--- config.mk ---
export PLATFORM = sky130hd
export DESIGN_NAME = mulw_unit
export DESIGN_NICKNAME = d
export VERILOG_FILES = /design/src/rtl/mulw_pkg.sv /design/src/rtl/mulw_operand.sv /design/src/rtl/mulw_digit.sv /design/src/rtl/mulw_ovf.sv /design/src/rtl/mulw_unit.sv
export SDC_FILE = /design/constraint.sdc
export NUM_CORES = 2
export LEC_CHECK = 0
export BUFFER_PORTS_ARGS = -buffer_cell sky130_fd_sc_hd__buf_2
export CAP_MARGIN = 10
export CORE_MARGIN = 5
export CORE_UTILIZATION = 50
export CTS_CLUSTER_SIZE = 16
export DETAILED_ROUTE_END_ITERATION = 8
export PLACE_DENSITY = 0.71
export SETUP_SLACK_MARGIN = 0.02
export SLEW_MARGIN = 25
export SYNTH_ARGS = -nofsm -noshare
export SYNTH_HDL_FRONTEND = slang
export SYNTH_SLANG_ARGS = --single-unit
--- constraint.sdc ---
create_clock -name clk_i -period 13.2 [get_ports clk_i]
set_input_delay 1.32 -clock clk_i [delete_from_list [all_inputs] [get_ports clk_i]]
set_output_delay 1.32 -clock clk_i [all_outputs]
set_load 0.03 [all_outputs]
--- src/rtl/mulw_pkg.sv ---
package mulw_pkg;

    typedef enum logic [1:0] {
        OP_WMUL     = 2'd0,
        OP_WMUL_OV  = 2'd1,
        OP_DMUL_OV  = 2'd2,
        OP_WMUL_ALT = 2'd3
    } mul_op_e;

    typedef enum logic [1:0] {
        ST_IDLE  = 2'd0,
        ST_ACCUM = 2'd1,
        ST_FINAL = 2'd2
    } mul_state_e;

endpackage

--- src/rtl/mulw_operand.sv ---
module mulw_operand #(
    parameter int W  = 64,
    parameter int HW = 32
) (
    input  logic [W-1:0] src_i,
    input  logic         word_i,
    output logic         neg_o,
    output logic [W-1:0] mag_o
);
    logic [W-1:0] ext;

    always_comb begin
        if (word_i) begin
            ext = {{(W-HW){src_i[HW-1]}}, src_i[HW-1:0]};
        end else begin
            ext = src_i;
        end
        neg_o = ext[W-1];
        mag_o = ext[W-1] ? (~ext + 1'b1) : ext;
    end

endmodule

--- src/rtl/mulw_digit.sv ---
module mulw_digit #(
    parameter int PW  = 128,
    parameter int DIG = 4
) (
    input  logic [PW-1:0]  acc_i,
    input  logic [PW-1:0]  mcand_i,
    input  logic [DIG-1:0] digit_i,
    output logic [PW-1:0]  acc_o
);
    logic [PW-1:0] pp [DIG];

    for (genvar g = 0; g < DIG; g++) begin : g_pp
        assign pp[g] = digit_i[g] ? (mcand_i << g) : '0;
    end

    always_comb begin
        acc_o = acc_i;
        for (int k = 0; k < DIG; k++) begin
            acc_o = acc_o + pp[k];
        end
    end

endmodule

--- src/rtl/mulw_ovf.sv ---
module mulw_ovf
    import mulw_pkg::*;
#(
    parameter int W  = 64,
    parameter int HW = 32,
    parameter int PW = 128
) (
    input  logic [PW-1:0] prod_i,
    input  mul_op_e       op_i,
    output logic [W-1:0]  res_o,
    output logic          ov_o
);
    logic [W-HW:0]  word_top;
    logic [PW-W:0]  dword_top;
    logic           word_fits;
    logic           dword_fits;

    always_comb begin
        word_top   = prod_i[W-1:HW-1];
        dword_top  = prod_i[PW-1:W-1];
        word_fits  = (&word_top) | ~(|word_top);
        dword_fits = (&dword_top) | ~(|dword_top);
        res_o      = prod_i[W-1:0];
        unique case (op_i)
            OP_WMUL, OP_WMUL_ALT: ov_o = 1'b0;
            OP_WMUL_OV:           ov_o = ~word_fits;
            OP_DMUL_OV:           ov_o = ~dword_fits;
            default:              ov_o = 1'b0;
        endcase
    end

endmodule

--- src/rtl/mulw_unit.sv ---
module mulw_unit
    import mulw_pkg::*;
#(
    parameter int W     = 64,
    parameter int DIGIT = 4
) (
    input  logic         clk_i,
    input  logic         rst_i,
    input  logic         start_i,
    input  logic [1:0]   op_i,
    input  logic [W-1:0] src_a_i,
    input  logic [W-1:0] src_b_i,
    output logic [W-1:0] result_o,
    output logic         ov_o,
    output logic         done_o
);
    localparam int HW   = W / 2;
    localparam int PW   = 2 * W;
    localparam int ITER = W / DIGIT;
    localparam int CW   = (ITER > 1) ? $clog2(ITER) : 1;

    mul_state_e    st_q, st_d;
    mul_op_e       op_q, op_in;
    logic          neg_q;
    logic [PW-1:0] mcand_q;
    logic [W-1:0]  mplier_q;
    logic [PW-1:0] acc_q;
    logic [CW-1:0] cnt_q;
    logic [W-1:0]  result_q;
    logic          ov_q;
    logic          done_q;

    logic          word_sel;
    logic [W-1:0]  src   [2];
    logic          neg   [2];
    logic [W-1:0]  mag   [2];
    logic [PW-1:0] acc_next;
    logic [PW-1:0] prod_signed;
    logic [W-1:0]  fin_res;
    logic          fin_ov;
    logic          last_digit;

    assign op_in    = mul_op_e'(op_i);
    assign word_sel = (op_in != OP_DMUL_OV);
    assign src[0]   = src_a_i;
    assign src[1]   = src_b_i;

    for (genvar i = 0; i < 2; i++) begin : g_opnd
        mulw_operand #(.W(W), .HW(HW)) u_opnd (
            .src_i  (src[i]),
            .word_i (word_sel),
            .neg_o  (neg[i]),
            .mag_o  (mag[i])
        );
    end

    mulw_digit #(.PW(PW), .DIG(DIGIT)) u_digit (
        .acc_i   (acc_q),
        .mcand_i (mcand_q),
        .digit_i (mplier_q[DIGIT-1:0]),
        .acc_o   (acc_next)
    );

    assign prod_signed = neg_q ? (~acc_q + 1'b1) : acc_q;

    mulw_ovf #(.W(W), .HW(HW), .PW(PW)) u_ovf (
        .prod_i (prod_signed),
        .op_i   (op_q),
        .res_o  (fin_res),
        .ov_o   (fin_ov)
    );

    assign last_digit = (cnt_q == CW'(ITER - 1));

    // next-state logic
    always_comb begin
        st_d = st_q;
        unique case (st_q)
            ST_IDLE:  if (start_i)    st_d = ST_ACCUM;
            ST_ACCUM: if (last_digit) st_d = ST_FINAL;
            ST_FINAL:                 st_d = ST_IDLE;
            default:                  st_d = ST_IDLE;
        endcase
    end

    // state register
    always_ff @(posedge clk_i) begin
        if (rst_i) begin
            st_q <= ST_IDLE;
        end else begin
            st_q <= st_d;
        end
    end

    // datapath and outputs
    always_ff @(posedge clk_i) begin
        if (rst_i) begin
            op_q     <= OP_WMUL;
            neg_q    <= 1'b0;
            mcand_q  <= '0;
            mplier_q <= '0;
            acc_q    <= '0;
            cnt_q    <= '0;
            result_q <= '0;
            ov_q     <= 1'b0;
            done_q   <= 1'b0;
        end else begin
            done_q <= 1'b0;
            unique case (st_q)
                ST_IDLE: begin
                    if (start_i) begin
                        op_q     <= op_in;
                        neg_q    <= neg[0] ^ neg[1];
                        mcand_q  <= {{(PW-W){1'b0}}, mag[0]};
                        mplier_q <= mag[1];
                        acc_q    <= '0;
                        cnt_q    <= '0;
                    end
                end
                ST_ACCUM: begin
                    acc_q    <= acc_next;
                    mcand_q  <= mcand_q << DIGIT;
                    mplier_q <= mplier_q >> DIGIT;
                    cnt_q    <= cnt_q + 1'b1;
                end
                ST_FINAL: begin
                    result_q <= fin_res;
                    ov_q     <= fin_ov;
                    done_q   <= 1'b1;
                end
                default: ;
            endcase
        end
    end

    assign result_o = result_q;
    assign ov_o     = ov_q;
    assign done_o   = done_q;

    // completion strobe lasts one cycle
    p_done_pulse_r8: assert property (@(posedge clk_i) disable iff (rst_i)
        done_o |=> !done_o);

    // outputs change only on a completion
    p_result_hold_r8: assert property (@(posedge clk_i) disable iff (rst_i)
        !done_o |-> ($stable(result_o) && $stable(ov_o)));

    // captured operation survives starts while busy
    p_busy_ignore_r9: assert property (@(posedge clk_i) disable iff (rst_i)
        (st_q == ST_ACCUM) |=> ($stable(op_q) && $stable(neg_q)));

    // word multiply never reports overflow
    p_no_overflow_r6: assert property (@(posedge clk_i) disable iff (rst_i)
        (done_o && (op_q == OP_WMUL || op_q == OP_WMUL_ALT)) |-> !ov_o);

    // idle start is always taken
    p_start_accept_r11: assert property (@(posedge clk_i) disable iff (rst_i)
        (st_q == ST_IDLE && start_i) |=> (st_q == ST_ACCUM && cnt_q == '0));

endmodule

[Word level (Yosys, flattened, before mapping)]
Index checks and enable logic that the tools add are counted.
W data, S select, Z words.
Word-level totals
  memory bits (read-only): 0
  word-level logic and storage cells: 70
  bits in registers: 395
  memories: 0
  bits in latches: 0
  output and inout bits: 66
  input port bits: 133
  bits in writable memories: 0
Cells by class
  eq/ne operators: 9
  shift operators: 0
  magnitude comparators: 0
  bitwise logic cells: 10
  div/mod/pow operators: 0
  reduce and logical (&&, ||, !) cells: 11
  mux-type cells: 22
  multipliers: 0
  add/subtract/negate cells: 8
Operators by type and width (number)
  $mux W128: 7
  $add A128 B128 Y128: 4
  $pmux W128 S2: 2
  $mux W64: 5
  $add A128 B1 Y128 const B: 1
  $add A64 B1 Y64 const B: 2
  $not A128 Y128: 1
  $not A64 Y64: 2
  $pmux W64 S2: 1
  $reduce_and A65 Y1: 1
  $reduce_or A65 Y1: 1
  $reduce_and A33 Y1: 1
  $reduce_or A33 Y1: 1
  $pmux W4 S2: 1
  $eq A2 B2 Y1 const B: 3
  $ne A2 B2 Y1 const B: 3
  $reduce_and A2 Y1: 3
  $add A4 B1 Y4 const B: 1
  $eq A2 B1 Y1 const B: 2
  $eq A4 B4 Y1 const B: 1
  $logic_not A2 Y1: 2
  $mux W2: 2
  $mux W4: 1
  $not A1 Y1: 4
  other kinds (7): 8

[Longest topological paths before layout]
  depth after elaboration: 8
  gate-level depth with buffers: 25
  depth with buffers taken out: 22

[Modules after synthesis]
From an unflattened synthesis, not the netlist that was laid out.
Second synthesis, totals
  cells, all modules: 5824
  area total of the unflattened synthesis: 42924.9 um^2
Modules (own cells, without submodules)
  mulw_digit: instances 1, cells an instance 2977, area each 21065.2 um^2, sequential area each 0.0 um^2
  mulw_unit: instances 1, cells an instance 2074, area each 16968.8 um^2, sequential area each 7907.6 um^2
  mulw_operand: instances 2, cells an instance 316, area each 1956.9 um^2, sequential area each 0.0 um^2
  mulw_ovf: instances 1, cells an instance 141, area each 977.2 um^2, sequential area each 0.0 um^2

[Least setup slack after synthesis]
No wires, ideal clock.
  kind: flip-flop to flip-flop
  start point: reg mplier_q[3]
  end point: reg acc_q[126]
  path buffers: 3
  stages on the path, launching flop included: 24
  slack: 7.093 ns
  period minus slack after synthesis: 6.107 ns
  arrival time: 5.977 ns
  required time: 13.070 ns
  library setup time: 0.130 ns
  cells stage by stage: dfxtp_1 clkbuf_1 clkbuf_1 clkbuf_1 nand2_1 fa_1 inv_1 fa_1 inv_1 fa_1 inv_1 ha_1 a211oi_1 o21ai_0 a21boi_0 o41ai_1 nand4_1 o211ai_1 a221oi_1 or3_1 a31o_2 and3_1 nor3_1 o211ai_1
On the way
  word-level cells in the longest chain between the ends: 3
Ends and longest elaborated chain
  start: declaration: RTL line mulw_unit.sv:26  | logic [W-1:0] mplier_q;
  start signal: assignment: RTL line mulw_unit.sv:115  | mplier_q <= mag[1];
  start signal: assignment: RTL line mulw_unit.sv:123  | mplier_q <= mplier_q >> DIGIT;
  $mux W128: RTL line mulw_digit.sv:13  | assign pp[g] = digit_i[g] ? (mcand_i << g) : '0;
  $add A128 B128 Y128: RTL line mulw_digit.sv:19  | acc_o = acc_o + pp[k];
  $pmux W128 S2: RTL line mulw_unit.sv:109  | unique case (st_q)
  end signal: assignment: RTL line mulw_unit.sv:121  | acc_q <= acc_next;
  end: declaration: RTL line mulw_unit.sv:27  | logic [PW-1:0] acc_q;
No other way between the ends.
A chain may end at the register's enable or synchronous reset.

[Final worst setup path]
  start point: reg mplier_q[3]
  end point: reg acc_q[118]
Same word-level chain as after synthesis.

==> summary.md <==
| Metric | Value |
|---|---|
| Status | complete, no violations |
| Hold depth | 2 |
| Resize count post-CTS | 0 |
| Crit start category | flop |
| Part of the power in registers | 35.3% |
| Synth Area in Compound Gates | 19.8% |
| CTS Buf Count | 49 |
| Row cnt | roughly 110 |
| Multiplexer area fraction after synthesis | 0.0963% |
| Setup slack after layout | 5.45 ns |
| Layout cell share with drive strength beyond 1 | under 10% |
| Reg2reg path depth | 21 |
| Worst Path Arrival | between 8 and 9 ns |
| Setup TNS Final | 0 ns |
| P per Cell Area | 81.8 nW/um^2 |
| Crit-path max cell delay | slightly below 1 ns |
| DRC | 0 |
| Detailed Route Iter0 Violations | 4176 |
| Final hold vios | 0 |
| Core Region | approximately 80000 um^2 |
| Worst setup EP type | flop |
| PortBufs | 198 |
| Slew Viols, Final | 0 |
| Vias | 39700 |
| Crit Path Max Fanout | 71 |
| Hold Buf Count CTS | 0 |
| Fillers | 7942 |
| Max-cap viol count | 0 |
| Cells after Synth | approximately 5600 |
| Routed wire length | 139 mm |
| Maximum clock rate | around 130 MHz |
| Crit path from | mplier_q[3]$_SDFFE_PP0P_ |
| Clk pwr share | 39.0% |
| Diodes inserted | 0 |
| Antenna violations before repair | 2 |
| Die height | between 200 and 300 um |
| Actual slew at the worst max-slew pin | 1.09 ns |
| Post-Synth Adder-Cell Area | between 20% and 30% |
| Die Wd | 298 um |
| Routability congestion estimate | approximately 1.1 |
| Final period util | 58.7% |
| Fin nets | 6203 |
| Post-Synth Simple-Gate Area | 20.9% |
| Setup Slack @ Placement | 5.77 ns |
| Post-CTS Setup Bufs | 0 |
| Sequential-to-total area share from yosys stat | 19.0% |
| VDD IR max | approximately 0.00011 V |
| Post-placement cell area | 43100 um^2 |
| Combinational cell fraction of total power | about a quarter |
| Placed cells | 6579 |
| Clock Pin Slew Worst Setup and Hold Paths | 0.06 ns |
| Worst-skew pair later-pin latency | 0.65 ns |
| Synth Register Bits | 395 |
| Critical path type | reg -> reg |
| Pre-antenna DRT Iters | 6 |
| Global-route wire length before repair | 218 mm |
| Switch share | 35.7% |
| Routed Antenna Nets | 0 |
| Grt total ovfl | 0 |
| Synth warn | 0 |
| Largest family of logic cells by synthesized area | adder cells |
| Routed wire length per instance | 20.8 um |
| Skew final | 0.0564 ns |
| Psw | between 1000 and 1500 uW |
| Slowest CP cell | a221oi_1 |
| Layout Cells excl Fill | 6671 |
| Xor/xnor share of the synthesized area | 7.31% |
| GRT Resource Usage Total | between 30% and 40% |
| Crit-path leading delay family | compound AO/OA/AOI/OAI gates |
| Ports | between 150 and 200 |
| R2R setup slack | 5.45 ns |
| Launching point of the worst reg2reg path | mplier_q[3]$_SDFFE_PP0P_ |
| CP cell instances | buf_4 > nand2_1 > fa_1 > inv_1 > fa_1 > inv_1 > fa_1 > inv_1 > ha_1 > a21oi_1 > o21ai_0 > a22oi_1 > a221oi_1 > nor3_1 > o211ai_1 > a221oi_1 > nor4_1 > nor3_1 > o21ai_0 > xnor2_1 > o21ai_0 |
| Worst R2R End | acc_q[118]$_SDFFE_PP0P_ |
| Primary FF master, synth | dfxtp_1 |
| Total power | 3660 uW |
| P&R area growth vs syn | 7.77% |
| Number of global-route vias before repair | 38000 |
| Multi-input gate area | 29300 um^2 |
| CTS tree | done |
| Max H-tree Level | 2 |
| RSZ-0062 raised after global routing | false |
| Clock Tree Buf Depth | 3 |
| Worst Path Buf+Inv | 4 |
| Asr flop ratio synth | 0% |
| Leak pwr | 0.0198 uW |
| Die ar. | approximately 89000 um^2 |
| CTS sink cnt | 395 |
| Final Setup Violations | 0 |
| Post-Layout Inst Area | approximately 45000 um^2 |
| Starting Density | 50.5% |
| Internal Pwr Total | 2350 uW |
| Worst slew slack as a fraction of its limit | between 20% and 30% |
| Reg area | ~8000 um^2 |
| CTS Root Cell | clkbuf_16 |
| Number of synthesized flops with an enable pin | 0 |
| Post-Syn Area | 41600 um^2 |
| Hold Crit Endpoint | result_o[0]$_SDFFE_PP0P_ |
| Unique masters post-synth | 76 |
| Fin crit period | 7.75 ns |
| Commonest non-fill, non-tap cells in the layout | 875 x inv_1, 829 x nand2_1, 390 x dfxtp_1 |
| Hpwl dp | roughly 110 mm |
| Syn Nets | 6230 |
| Min-delay worst type | reg -> reg |
| Largest net degree at the start of global routing | around 120 |
| Commonest non-fill, non-tap cell in the layout | inv_1 |
| Critical Path RT | 13.69 ns |
| DR vias/cell | 5.95 |
| Mean Syn Cell Area | ~7.4 um^2 |
| Hold_sp | result_o[0]$_SDFFE_PP0P_ |
==> power by group through the flow <==
stage	combinational [uW]	clock [uW]	sequential [uW]
after global placement	906	0	1320
after global routing	1010	1500	1300
after detailed placement	914	0	1320
after CTS	918	1450	1290
after floorplan	637	0	1280
final	942	1430	1290
==> registers in the layout (all words and copies together), names as in the netlist, 2 cells and up <==
name	cells
acc_q	128
cnt_q	4
mcand_q	128
mplier_q	64
op_q	2
result_o	64
st_q	2
==> synth_stat cells, types with 16 or more instances <==
| library cell | n | area [um^2] |
|---|---|---|
| xnor2_1 | 252 | 2210 |
| a31oi_1 | 66 | 413 |
| a21o_1 | 65 | 488 |
| a22oi_1 | 114 | 856 |
| a21oi_1 | 372 | 1860 |
| o211ai_1 | 17 | 128 |
| o41ai_1 | 35 | 307 |
| clkbuf_1 | 290 | 1090 |
| and3_1 | 16 | 100 |
| xor2_1 | 95 | 832 |
| inv_1 | 875 | 3280 |
| nor3_1 | 94 | 470 |
| o21ai_0 | 238 | 1190 |
| fa_1 | 376 | 7530 |
| or4_1 | 41 | 308 |
| nor4_1 | 63 | 394 |
| or3_1 | 47 | 294 |
| nor2_1 | 310 | 1160 |
| a211oi_1 | 70 | 526 |
| o21bai_1 | 37 | 278 |
| o31ai_1 | 63 | 473 |
| and2_1 | 163 | 1020 |
| ha_1 | 133 | 1660 |
| a22o_1 | 75 | 657 |
| buf_1 | 22 | 82.6 |
| nand2_1 | 830 | 3120 |
| nand4_1 | 87 | 544 |
| nand2b_1 | 20 | 125 |
| dfxtp_1 | 395 | 7910 |
| o21a_1 | 29 | 218 |
| nand3_1 | 137 | 686 |
==> stage by stage <==
| step | hold WS, ns | util [%] |
|---|---|---|
| floorplan | 0.438 | - |
| global placement | 0.452 | 52.4 |
| detailed placement | 0.455 | 52.4 |
| CTS | 0.463 | 54.4 |
| global route | 0.490 | 54.5 |
| finish | 0.464 | 54.5 |
==> cells by family after synthesis <==
group,after synthesis
AND/OR/NAND/NOR,1871
AO/OA/AOI/OAI,1273
buffers and inverters,1189
adder cells (fa/ha/maj),509
flip-flops,395
XOR/XNOR,347
multiplexers,4
==> area by class of cell <==
type	count	area share (%)
multi-input cells	4004	65.3
clock buffers	69	3.06
inverters	875	7.33
flip-flops and latches	395	17.7
clock inverters	22	0.710
well taps	1070	2.99
repair buffers	236	2.91
==> how the worst max path moves through the flow <==
stage                              endpoint  slack [ns]  cells past startpoint
finish              acc_q[118]$_SDFFE_PP0P_        5.45                     21
global route        acc_q[122]$_SDFFE_PP0P_        5.19                     21
CTS                 acc_q[118]$_SDFFE_PP0P_        5.79                     22
detailed placement  acc_q[118]$_SDFFE_PP0P_        5.77                     22
global placement    acc_q[118]$_SDFFE_PP0P_        5.87                     21
floorplan           acc_q[126]$_SDFFE_PP0P_        7.09                     23
==> worst min-delay path, cell delays in order (launching register included) <==
cell	delay [ns]
dfxtp_1	0.31
nand2_1	0.05
a21oi_1	0.05
==> per-layer routing <==
metal | wire length (um) | GRT usage [%]
met4 | 5230 | 10.2
met5 | 11 | 0
met1 | 61700 | 43.6
met2 | 59400 | 45.8
met3 | 12400 | 5.75
Power figures use the tool's default switching activity.
